[src/rtl/cfs_pkg.sv]
package cfs_pkg;

    localparam int DEF_SAMPLE_W   = 24;
    localparam int DEF_SUBFRAME_W = 32;
    localparam int DEF_SYNC       = 2;

    typedef enum logic [1:0] {
        WC_24  = 2'b00,
        WC_20  = 2'b01,
        WC_16  = 2'b10,
        WC_RSV = 2'b11
    } width_code_e;

    // events derived from the synchronized bit clock
    typedef struct packed {
        logic rise;
        logic fall;
        logic fsync;
        logic din;
    } bit_evt_t;

    function automatic int unsigned width_bits(width_code_e w);
        case (w)
            WC_20:   return 20;
            WC_16:   return 16;
            default: return 24;
        endcase
    endfunction

endpackage

[src/rtl/cfs_edge_sync.sv]
module cfs_edge_sync
    import cfs_pkg::*;
#(
    parameter int STAGES = DEF_SYNC
) (
    input  logic     clk,
    input  logic     rst,
    input  logic     bclk_i,
    input  logic     fsync_i,
    input  logic     din_i,
    output bit_evt_t evt_o
);

    // lane 0 = bit clock, lane 1 = frame sync, lane 2 = upstream data
    logic [STAGES-1:0][2:0] pipe_q;
    logic                   bclk_prev_q;

    always_ff @(posedge clk) begin
        if (rst) begin
            pipe_q      <= '0;
            bclk_prev_q <= 1'b0;
        end else begin
            for (int i = STAGES - 1; i > 0; i--) begin
                pipe_q[i] <= pipe_q[i-1];
            end
            pipe_q[0]   <= {din_i, fsync_i, bclk_i};
            bclk_prev_q <= pipe_q[STAGES-1][0];
        end
    end

    always_comb begin
        evt_o.rise  = pipe_q[STAGES-1][0] & ~bclk_prev_q;
        evt_o.fall  = ~pipe_q[STAGES-1][0] & bclk_prev_q;
        evt_o.fsync = pipe_q[STAGES-1][1];
        evt_o.din   = pipe_q[STAGES-1][2];
    end

endmodule

[src/rtl/cfs_packer.sv]
module cfs_packer
    import cfs_pkg::*;
#(
    parameter int SAMPLE_W   = DEF_SAMPLE_W,
    parameter int SUBFRAME_W = DEF_SUBFRAME_W,
    localparam int FRAME_W   = 2 * SUBFRAME_W,
    localparam int PAD       = SUBFRAME_W - SAMPLE_W
) (
    input  logic                clk,
    input  logic                rst,
    input  logic [SAMPLE_W-1:0] left_i,
    input  logic [SAMPLE_W-1:0] right_i,
    input  logic [1:0]          width_i,
    output logic [FRAME_W-1:0]  frame_o
);

    width_code_e                      wcode;
    logic [SUBFRAME_W-1:0]            keep_mask;
    logic [1:0][SAMPLE_W-1:0]         smp;
    logic [1:0][SUBFRAME_W-1:0]       lane;

    assign wcode  = width_code_e'(width_i);
    assign smp[1] = left_i;
    assign smp[0] = right_i;

    always_comb begin
        int unsigned nb;
        nb = width_bits(wcode);
        if (nb > SAMPLE_W) nb = SAMPLE_W;
        for (int i = 0; i < SUBFRAME_W; i++) begin
            keep_mask[i] = (i >= (SUBFRAME_W - int'(nb)));
        end
    end

    // one lane per channel: top-align the sample, clear bits below the width
    for (genvar g = 0; g < 2; g++) begin : gen_lane
        assign lane[g] = (SUBFRAME_W'(smp[g]) << PAD) & keep_mask;
    end

    assign frame_o = lane;

    AST_ZERO_FILL_16: assert property (@(posedge clk) disable iff (rst)
        (wcode == WC_16) |-> (frame_o[FRAME_W-17:SUBFRAME_W] == '0 &&
                              frame_o[SUBFRAME_W-17:0] == '0));

endmodule

[src/rtl/cfs_shifter.sv]
module cfs_shifter
    import cfs_pkg::*;
#(
    parameter int FRAME_W = 2 * DEF_SUBFRAME_W
) (
    input  logic               clk,
    input  logic               rst,
    input  bit_evt_t           evt_i,
    input  logic [FRAME_W-1:0] frame_i,
    output logic               dout_o
);

    logic [FRAME_W-1:0] shreg_q;
    logic               dout_q;

    always_ff @(posedge clk) begin
        if (rst) begin
            shreg_q <= '0;
            dout_q  <= 1'b0;
        end else begin
            if (evt_i.rise) begin
                if (evt_i.fsync) shreg_q <= frame_i;
                else             shreg_q <= {shreg_q[FRAME_W-2:0], evt_i.din};
            end
            if (evt_i.fall) dout_q <= shreg_q[FRAME_W-1];
        end
    end

    assign dout_o = dout_q;

    AST_RESET_CLEAR: assert property (@(posedge clk)
        rst |=> (dout_q == 1'b0 && shreg_q == '0));
    AST_LOAD_FRAME: assert property (@(posedge clk) disable iff (rst)
        (evt_i.rise && evt_i.fsync) |=> shreg_q == $past(frame_i));
    AST_SHIFT_TAIL: assert property (@(posedge clk) disable iff (rst)
        (evt_i.rise && !evt_i.fsync) |=> (shreg_q[0] == $past(evt_i.din) &&
            shreg_q[FRAME_W-1:1] == $past(shreg_q[FRAME_W-2:0])));
    AST_DOUT_HOLD: assert property (@(posedge clk) disable iff (rst)
        !evt_i.fall |=> $stable(dout_q));
    AST_DOUT_FROM_HEAD: assert property (@(posedge clk) disable iff (rst)
        evt_i.fall |=> dout_q == $past(shreg_q[FRAME_W-1]));

endmodule

[src/rtl/casc_frame_shifter.sv]
module casc_frame_shifter
    import cfs_pkg::*;
#(
    parameter int SAMPLE_W    = DEF_SAMPLE_W,
    parameter int SUBFRAME_W  = DEF_SUBFRAME_W,
    parameter int SYNC_STAGES = DEF_SYNC,
    localparam int FRAME_W    = 2 * SUBFRAME_W
) (
    input  logic                clk,
    input  logic                rst,
    input  logic                bclk_i,
    input  logic                fsync_i,
    input  logic                din_i,
    input  logic [SAMPLE_W-1:0] left_i,
    input  logic [SAMPLE_W-1:0] right_i,
    input  logic [1:0]          width_i,
    output logic                dout_o
);

    bit_evt_t           evt;
    logic [FRAME_W-1:0] frame;

    cfs_edge_sync #(.STAGES(SYNC_STAGES)) u_sync (
        .clk     (clk),
        .rst     (rst),
        .bclk_i  (bclk_i),
        .fsync_i (fsync_i),
        .din_i   (din_i),
        .evt_o   (evt)
    );

    cfs_packer #(.SAMPLE_W(SAMPLE_W), .SUBFRAME_W(SUBFRAME_W)) u_pack (
        .clk     (clk),
        .rst     (rst),
        .left_i  (left_i),
        .right_i (right_i),
        .width_i (width_i),
        .frame_o (frame)
    );

    cfs_shifter #(.FRAME_W(FRAME_W)) u_shift (
        .clk     (clk),
        .rst     (rst),
        .evt_i   (evt),
        .frame_i (frame),
        .dout_o  (dout_o)
    );

endmodule

[config.mk]
export PLATFORM = sky130hd
export DESIGN_NAME = casc_frame_shifter
export DESIGN_NICKNAME = d
export VERILOG_FILES = /design/src/rtl/cfs_pkg.sv /design/src/rtl/cfs_edge_sync.sv /design/src/rtl/cfs_packer.sv /design/src/rtl/cfs_shifter.sv /design/src/rtl/casc_frame_shifter.sv
export SDC_FILE = /design/constraint.sdc
export NUM_CORES = 1
export LEC_CHECK = 0
export CELL_PAD_IN_SITES_DETAIL_PLACEMENT = 1
export CELL_PAD_IN_SITES_GLOBAL_PLACEMENT = 1
export CORE_MARGIN = 2
export CORE_UTILIZATION = 38
export CTS_CLUSTER_SIZE = 20
export DETAILED_ROUTE_END_ITERATION = 12
export GPL_TIMING_DRIVEN = 0
export PLACE_DENSITY = 0.77
export SETUP_SLACK_MARGIN = 0.4
export SLEW_MARGIN = 20
export SYNTH_ARGS = -nofsm -noshare
export SYNTH_HDL_FRONTEND = slang
export SYNTH_SLANG_ARGS = --single-unit
[constraint.sdc]
create_clock -name clk -period 1.7 [get_ports clk]
set_clock_uncertainty 0.2 [all_clocks]
set_input_delay 0.255 -clock clk [delete_from_list [all_inputs] [get_ports clk]]
set_output_delay 0.255 -clock clk [all_outputs]
set_load 0.02 [all_outputs]
Word-level counts from Yosys, hierarchy flattened --
Cells that the tools add are included.
Operators by class: add/subtract/negate cells 1, shift operators 0, reduce and logical (&&, ||, !) cells 0, order comparisons 33, equality and inequality tests 2, multiply operators 0, divide/modulo/power cells 0, multiplexer cells 3, bitwise logic cells 6
Operator list (count):
- >= comparator 6 x 32 -> 1 bit (first input constant) | 16
- >= comparator 5 x 32 -> 1 bit (first input constant) | 8
- >= comparator 4 x 32 -> 1 bit (first input constant) | 4
- bitwise AND 32 bit | 2
- >= comparator 3 x 32 -> 1 bit (first input constant) | 2
- two-way mux 64 bit | 1
- >= comparator 1 x 32 -> 1 bit (first input constant) | 1
- >= comparator 2 x 32 -> 1 bit (first input constant) | 1
- two-way mux 32 bit | 1
- subtractor 7 x 32 -> 32 bit (first input constant) | 1
- one-hot mux 4 bit (2 select lines) | 1
- greater-than comparator 5 bit (second input constant) | 1
- bitwise AND 1 bit | 2
- equality test 2 x 1 -> 1 bit (second input constant) | 1
- equality test 2 bit (second input constant) | 1
- NOT 1 bit | 2
Word-level totals: bits of input ports 55, output and inout port bits 1, bits in writable memories 0, bits in latches 0, memories kept 0, register bits 72, memory bits (read-only) 0, logic and storage cells 50

Logic depth before layout (Yosys ltp) --
Gate-level depths: netlist (run 1).
depth in word-level cells 8, gate-level depth with buffers 6

Modules after synthesis --
Synthesis (run 1) repeated with hierarchy kept, for this count alone.
Unflattened totals: cell total of the unflattened synthesis 376, area total of the unflattened synthesis 3537.1 µm²
Modules (own cells, without submodules):
- cfs_shifter | area an instance 2867.8 µm², times used 1, sequential area each 1301.2 µm², cells each 287
- cfs_packer | area an instance 457.9 µm², times used 1, sequential area each 0.0 µm², cells each 71
- cfs_edge_sync | area an instance 211.5 µm², times used 1, sequential area each 140.1 µm², cells each 18

Worst setup path after synthesis (run 1) --
Ideal clock, no wire load.
path type register to register, start point register u_sync.pipe_q (netlist bit u_sync.evt_o[1]), end point register u_shift.shreg_q[14], path buffers 2, setup time 132 ps, data required time 1368 ps, cell stages (with the launch flop) 6, arrival 989 ps, setup slack 380 ps, cell sequence dfxtp_1 > buf_2 > nor2b_1 > buf_2 > a221oi_1 > nor3_1
Between the ends: word-level cells in the longest chain between the ends 1
Ends and longest elaborated chain:
- start: declaration | RTL line cfs_edge_sync.sv:15 | logic [STAGES-1:0][2:0] pipe_q;
- start signal: indexed assignment | RTL line cfs_edge_sync.sv:24 | pipe_q[i] <= pipe_q[i-1];
- two-way mux 64 bit | RTL line cfs_shifter.sv:22 | if (evt_i.fsync) shreg_q <= frame_i;
- end signal: assignment | RTL line cfs_shifter.sv:22
- end signal: assignment | RTL line cfs_shifter.sv:23 | else shreg_q <= {shreg_q[FRAME_W-2:0], evt_i.din};
- end: declaration | RTL line cfs_shifter.sv:13 | logic [FRAME_W-1:0] shreg_q;
Every way passes these cells. A chain may end at the register's enable or synchronous reset.

Worst setup path after layout (run 1) --
start point register u_sync.bclk_prev_q, end point register u_shift.shreg_q[57]
Between the ends: word-level cells in the longest chain between the ends 2
Ends and longest elaborated chain:
- start: declaration | RTL line cfs_edge_sync.sv:16 | logic bclk_prev_q;
- start signal: assignment | RTL line cfs_edge_sync.sv:27 | bclk_prev_q <= pipe_q[STAGES-1][0];
- NOT 1 bit | RTL line cfs_edge_sync.sv:32 | evt_o.rise = pipe_q[STAGES-1][0] & ~bclk_prev_q;
- bitwise AND 1 bit | RTL line cfs_edge_sync.sv:32
Every way passes these cells.

==> results.py, run 1 <==
metrics = {
    "run_status": {
        "outcome": "finished clean",
    },
    "finish": {
        "finalNetCount": 489,
        "final_cell_mix": "dfxtp_1 (68), clkdlybuf4s50_1 (51), nand2_1 (48), a21oi_1 (41), a211oi_2 (33)",
        "final_common_cell": "dfxtp_1",
        "multi_input_area_um2": 1850,
        "syn2layout_area_growth_pct": 65.1,
        "drive_gt1_share_pct": 38.4,
        "regArea_um2": 1450,
        "fillers": 785,
        "diodes": 0,
    },
    "grt": {
        "grt_pass1_wl_um": 14100,
        "grt_overflow": 0,
        "grt_use_total_pct": 21.5,
        "grt_start_max_net_pins": 13,
        "antenna_found_initial": 0,
        "grt_pass1_vias": 2748,
    },
    "timing": {
        "slew_violations": 0,
        "tns_ns": 0,
        "fin_crit_sh_pct": 89.0,
        "fmax_mhz": 661,
        "relSlewSlack_pct": 50.2,
        "finalSetupViolations": 0,
        "holdWs_ns": 0.119,
        "rsz0062_at_grt": "true",
        "hold_violations": 0,
        "worstMarginPinSlew_ns": 0.746,
        "min_period_ns": 1.51,
    },
    "worst_setup_path": {
        "reg2reg_depth": 5,
        "ff2ff_setup_slack_ns": 0.19,
        "r2r-end": "u_shift.shreg_q[57]",
        "crit_start": "u_sync.bclk_prev_q",
        "endpoint": "u_shift.shreg_q[57]",
        "required_ns": 1.77,
        "critical_path_class": "flip-flop to flip-flop",
        "critPathLaunchType": "flip-flop",
        "r2r-start": "u_sync.bclk_prev_q",
        "arrival_ns": 1.58,
        "worstSetupEndpointType": "flip-flop",
        "cp_max_fo": 5,
    },
    "synth": {
        "ys_ff_latch": 72,
        "syn_area_um2": 2900,
        "syn-instance-count": 355,
        "synth_top_family_by_area": "compound AO/OA/AOI/OAI gates",
        "synth_area_per_cell_um2": 8.16,
        "synthSimpleGateAreaFrac_pct": 20.5,
        "synth_compound_area_share_pct": 22.5,
        "muxShareOfSynthArea_pct": 0.346,
        "synthAdderAreaFrac_pct": 0.432,
        "yosys_warnings": 0,
        "syn_nets": 411,
        "seq_area_frac_synth_pct": 49.8,
        "synth_cell_type_count": 19,
        "synthXorXnorAreaFrac_pct": 0,
    },
    "die": {
        "dieWidth_um": 91.3,
        "num_rows": 31,
        "die-area_um2": 8330,
        "die_h_um": 91.3,
        "io_pins": 56,
        "coreArea_um2": 7330,
        "initial_core_util_pct": 39.5,
    },
    "clocking": {
        "cts_tree": "yes",
        "clockRootBuffer": "clkbuf_8",
        "clk_path_buf_depth": 2,
        "insertion_delay_ns": 0.37,
        "ctsHtreeMaxLevel": 3,
        "cts_made_buffers": 9,
        "clk_pin_slew_ns": 0.09,
        "cts.sinks": 72,
        "hold_buffers": 0,
    },
    "worst_hold_path": {
        "hold_class": "input port to flip-flop",
    },
    "drt": {
        "route.detailed.drc": 0,
        "routed_wl_um": 12600,
        "ant_nets": 0,
        "wire_per_inst_um": 23.4,
        "vias": 3027,
        "drtIter0Drc": 153,
        "dr.pass1.iters": 4,
        "routed_via_density": 5.64,
    },
    "power_and_ir_drop": {
        "powerDensity_nw_per_um2": 791,
        "p_leak_uw": 0.00163,
        "peakVddDrop_mv": 0.482,
    },
    "flow_run": {
        "maxCapViolations": 0,
    },
    "place": {
        "dp_hpwl_um": 5640,
        "globalplace.congestion": 0.798,
        "numPortBuffers": 54,
    },
}
[where the power goes]
group / internal [uW] / total (uW) / switching, uW / leakage [uW]
registers: 1750 / 1810 / 59.5 / 0.000589
clock network: 611 / 1330 / 715 / 0.0000886
logic: 320 / 643 / 323 / 0.000955
[routing by layer]
layer / track usage (%) / up-vias / part of all wire [%]
met3: 4.73 / 26 / 3.8
met5: 0 / - / 0
met2: 35.3 / 82 / 52
met4: 8.33 / 0 / 3.1
li1: - / 1398 / -
met1: 27.6 / 1521 / 41
[cell families after synthesis]
kind of cell	count (synthesis)
fa+ha+maj	1
buf+inv	37
compound gates	104
flops	72
simple gates	140
mux	1
[critical path, cell delays in order, from the launching register on]
cell and delay [ns]:
dfxtp_2 0.34, and2b_4 0.31, buf_12 0.15, clkbuf_16 0.17, nor2_4 0.04, a211oi_2 0.21
[cell type report]
cell class	instances	area share, %
Multi-Input combinational cell	246	38.6
Sequential cell	72	30.3
Timing Repair Buffer	67	16.6
Buffer	35	7.57
Clock buffer	12	3.25
Tap cell	99	2.59
Clock inverter	4	0.602
Inverter	2	0.419
[through the flow]
stage	setup slack (ns)	utilization [%]	total power [uW]	std cells	area, um^2
global route	0.122	65.2	3880	537	4780
global placement	-0.189	48.6	2210	508	3560
finish	0.186	65.2	3780	537	4780
detailed placement	-0.207	48.6	2220	508	3560
floorplan	0.380	-	2020	355	2900
CTS	0.312	55.5	3560	527	4070
[synth_stat cells]
cell,n,area [um^2]
and2b_1,1,7.51
nand2b_1,1,6.26
inv_1,1,3.75
nor2_1,49,184
mux2i_1,1,10.0
ha_1,1,12.5
clkbuf_1,12,45.0
dfxtp_1,72,1440
nor3_1,8,40.0
a21oi_1,56,280
nand2_1,48,180
nor2b_1,9,56.3
buf_1,1,3.75
buf_2,14,70.1
inv_2,1,3.75
buf_4,8,60.1
a211oi_1,40,300
nand3_1,24,120
a221oi_1,8,70.1
[registers in the layout, indices dropped and copies added (netlist names)]
signal              count
u_sync.bclk_prev_q      1
u_sync.evt_o            2
u_shift.shreg_q        64
u_sync.pipe_q           4
u_shift.dout_o          1
[worst min-delay path by stage]
stage / startpoint / end / slack, ns / cells after the start
2_1_floorplan: bclk_i / u_sync.pipe_q[0] / 0.18 / 1
3_3_place_gp: u_sync.pipe_q[2] / u_sync.evt_o[0] / 0.22 / 1
3_5_place_dp: u_sync.pipe_q[2] / u_sync.evt_o[0] / 0.23 / 1
4_1_cts: rst / u_sync.evt_o[0] / 0.13 / 2
5_1_grt: rst / u_sync.evt_o[0] / 0.15 / 2
6_report: rst / u_sync.evt_o[0] / 0.12 / 2
[repair_timing]
item	in CTS	in global routing
pin swaps	18	55
setup endpoints to repair	65	65
resized for setup	80	131
endpoints found under the hold margin	0	0
buffers inserted	2	2
cloned	1	8
Note: power is estimated with default switching activity, not from simulation.
==> run 2: changes to the inputs <==
--- a/config.mk
+++ b/config.mk
@@ -14,7 +14,6 @@
 export GPL_TIMING_DRIVEN = 0
 export PLACE_DENSITY = 0.77
 export SETUP_SLACK_MARGIN = 0.4
-export SLEW_MARGIN = 20
 export SYNTH_ARGS = -nofsm -noshare
 export SYNTH_HDL_FRONTEND = slang
 export SYNTH_SLANG_ARGS = --single-unit
==> results of run 2 <==
Final layout, timing and power as in run 1 (identical DEF).
==> run 3: changes to the inputs <==
--- a/config.mk
+++ b/config.mk
@@ -5,10 +5,11 @@
 export SDC_FILE = /design/constraint.sdc
 export NUM_CORES = 1
 export LEC_CHECK = 0
-export CELL_PAD_IN_SITES_DETAIL_PLACEMENT = 1
-export CELL_PAD_IN_SITES_GLOBAL_PLACEMENT = 1
+export CELL_PAD_IN_SITES_DETAIL_PLACEMENT = 0
+export CELL_PAD_IN_SITES_GLOBAL_PLACEMENT = 2
 export CORE_MARGIN = 2
-export CORE_UTILIZATION = 38
+export CORE_UTILIZATION = 30
+export CTS_BUF_LIST = sky130_fd_sc_hd__clkbuf_4 sky130_fd_sc_hd__clkbuf_8 sky130_fd_sc_hd__clkbuf_16
 export CTS_CLUSTER_SIZE = 20
 export DETAILED_ROUTE_END_ITERATION = 12
 export GPL_TIMING_DRIVEN = 0
==> run 3 against run 2 <==
  * Worst setup slack gained 0.085 ns
  * Sequential power about the same
  * Count of clock-buffer cells in the layout down 1
  * Via count fell by 9.5%
  * Non-clock buffer count shrank 4
  * Core utilization is 16 points lower
  * Final area shrank 3.8%
  * Maximum frequency rose by 6.0%
  * Flip-flop and latch count is the same
  * Critical path depth unchanged
  * Critical endpoint is now u_shift.shreg_q[23]
  * Largest power group unchanged
  * Highest routed layer unchanged
==> results.py, run 3 (same netlist as run 1, synthesis figures left out) <==
metrics = {
    "finish": {
        "fillers": 948,
        "multi_input_area_um2": 1660,
        "final_cell_mix": "dfxtp_1 (68), clkdlybuf4s50_1 (52), nand2_1 (48), a21oi_1 (36), a211oi_2 (26)",
        "drive_gt1_share_pct": 34.8,
        "regMostFlops": "u_shift.shreg_q",
        "finalNetCount": 485,
        "final_core_utilization_pct": 49.5,
        "design_area_um2": 4600,
        "final_common_cell": "dfxtp_1",
        "syn2layout_area_growth_pct": 58.7,
        "diodes": 0,
        "largest_reg_flops": 64,
        "regArea_um2": 1450,
    },
    "timing": {
        "min_period_ns": 1.43,
        "relSlewSlack_pct": 54.2,
        "rsz0062_at_grt": "true",
        "slew_violations": 0,
        "fin_ws_ns": 0.272,
        "worstMarginPinSlew_ns": 0.686,
        "fin_crit_sh_pct": 84.0,
        "hold_violations": 0,
        "fmax_mhz": 700,
        "finalSetupViolations": 0,
        "tns_ns": 0,
        "holdWs_ns": 0.149,
    },
    "clocking": {
        "cts.sinks": 72,
        "clk_path_buf_depth": 2,
        "insertion_delay_ns": 0.35,
        "ctsHtreeMaxLevel": 3,
        "clk_pin_slew_ns": 0.08,
        "cts_made_buffers": 9,
        "cts_tree": "yes",
        "clockRootBuffer": "clkbuf_8",
    },
    "place": {
        "globalplace.congestion": 0.736,
        "place_area_um2": 3600,
        "dp_worst_setup_slack_ns": -0.153,
        "dp_hpwl_um": 5530,
        "numPortBuffers": 54,
    },
    "drt": {
        "route.detailed.drc": 0,
        "routed_wl_um": 8770,
        "routed_via_density": 4.86,
        "dr.pass1.iters": 4,
        "ant_nets": 0,
        "drtIter0Drc": 77,
        "vias": 2738,
        "wire_per_inst_um": 15.6,
    },
    "worst_setup_path": {
        "worstSetupEndpointType": "flip-flop",
        "crit_path_top_delay_cell": "dfxtp_2",
        "r2r-end": "u_shift.shreg_q[23]",
        "critical_path_class": "flip-flop to flip-flop",
        "cp_max_fo": 6,
        "arrival_ns": 1.49,
        "crit_chain": "and2b_4 > buf_12 > clkbuf_16 > nor2_1 > a211oi_1",
        "reg2reg_depth": 5,
        "critPathLaunchType": "flip-flop",
        "slowest_delay_ns": 0.32,
        "required_ns": 1.76,
        "r2r-start": "u_sync.bclk_prev_q",
        "ff2ff_setup_slack_ns": 0.27,
    },
    "die": {
        "die_h_um": 102,
        "dieWidth_um": 102,
        "num_rows": 35,
        "die-area_um2": 10500,
        "initial_core_util_pct": 31.2,
        "io_pins": 56,
        "coreArea_um2": 9280,
    },
    "grt": {
        "grt_pass1_wl_um": 13200,
        "grt_overflow": 0,
        "grt_start_max_net_pins": 13,
        "antenna_found_initial": 0,
        "grt_pass1_vias": 2563,
        "grt_use_total_pct": 16.3,
    },
    "worst_hold_path": {
        "hold_class": "input port to flip-flop",
        "holdPathEnd": "u_sync.pipe_q[3]",
        "hp-start": "rst",
        "hold_depth": 2,
    },
    "power_and_ir_drop": {
        "powerDensity_nw_per_um2": 882,
        "peakVddDrop_mv": 0.410,
        "p_leak_uw": 0.00158,
    },
    "flow_run": {
        "maxCapViolations": 0,
    },
    "run_status": {
        "outcome": "finished clean",
    },
}
run 3: cell types whose count changed in the layout (fill, tap and decap cells not counted), sizes merged:
cell           previous run  this run
bufinv                    0         3
clkbuf                   31        28
buf                      30        28
clkdlybuf4s50            51        52
clkinv                    2         1
clkinvlp                  2         1
dlygate4sd2               2         1
run 3: where the power goes:
group / total, uW / switching [uW] / leakage (uW) / internal [uW]
registers: 1800 / 47.2 / 0.000589 / 1750
logic: 537 / 254 / 0.000866 / 283
clock network: 1720 / 663 / 0.000126 / 1050
total: 4050 / 965 / 0.00158 / 3090
run 3: routing by layer:
layer	routed length, um	part of all wire [%]	vias up	track usage [%]
met5	0	0	-	0
li1	-	-	1393	-
met3	368	4.2	7	4.51
met2	4110	47	51	24.8
met4	74	0.84	0	4.00
met1	4210	48	1287	22.9
run 3: critical path: cells and delay by family, from the launching register on:
kind,cells,cell delay (ns)
simple gates,2,0.33
compound gates,1,0.18
flops,1,0.32
buf+inv,2,0.31
run 3: worst max path at each step:
stage / start / to / slack, ns
2_1_floorplan: u_sync.evt_o[1] / u_shift.shreg_q[14] / 0.38
3_3_place_gp: width_i[0] / u_shift.shreg_q[11] / -0.12
3_5_place_dp: width_i[0] / u_shift.shreg_q[41] / -0.15
4_1_cts: u_sync.bclk_prev_q / u_shift.shreg_q[52] / 0.31
5_1_grt: u_sync.bclk_prev_q / u_shift.shreg_q[23] / 0.18
6_report: u_sync.bclk_prev_q / u_shift.shreg_q[23] / 0.27
run 3: timing repair:
action,CTS,global route
cloned,0,7
endpoints found under the hold margin,0,0
resized for setup,61,104
setup endpoints to repair,65,65
pin swaps,13,60
setup buffers,1,1
hold buffers,0,0
run 3: final cells by class:
type	count	share of cell area [%]
well taps	129	3.51
multi-input cells	246	36.2
clock buffers	11	3.29
repair buffers	63	15.6
plain buffers	35	7.27
inverters	2	0.436
clock inverters	5	2.23
flip-flops and latches	72	31.5
run 3: stage by stage:
step	total power, uW	std cells
after floorplan	2020	355
after global placement	2220	538
after detailed placement	2220	538
after CTS	3980	555
after global routing	4210	563
final	4050	563
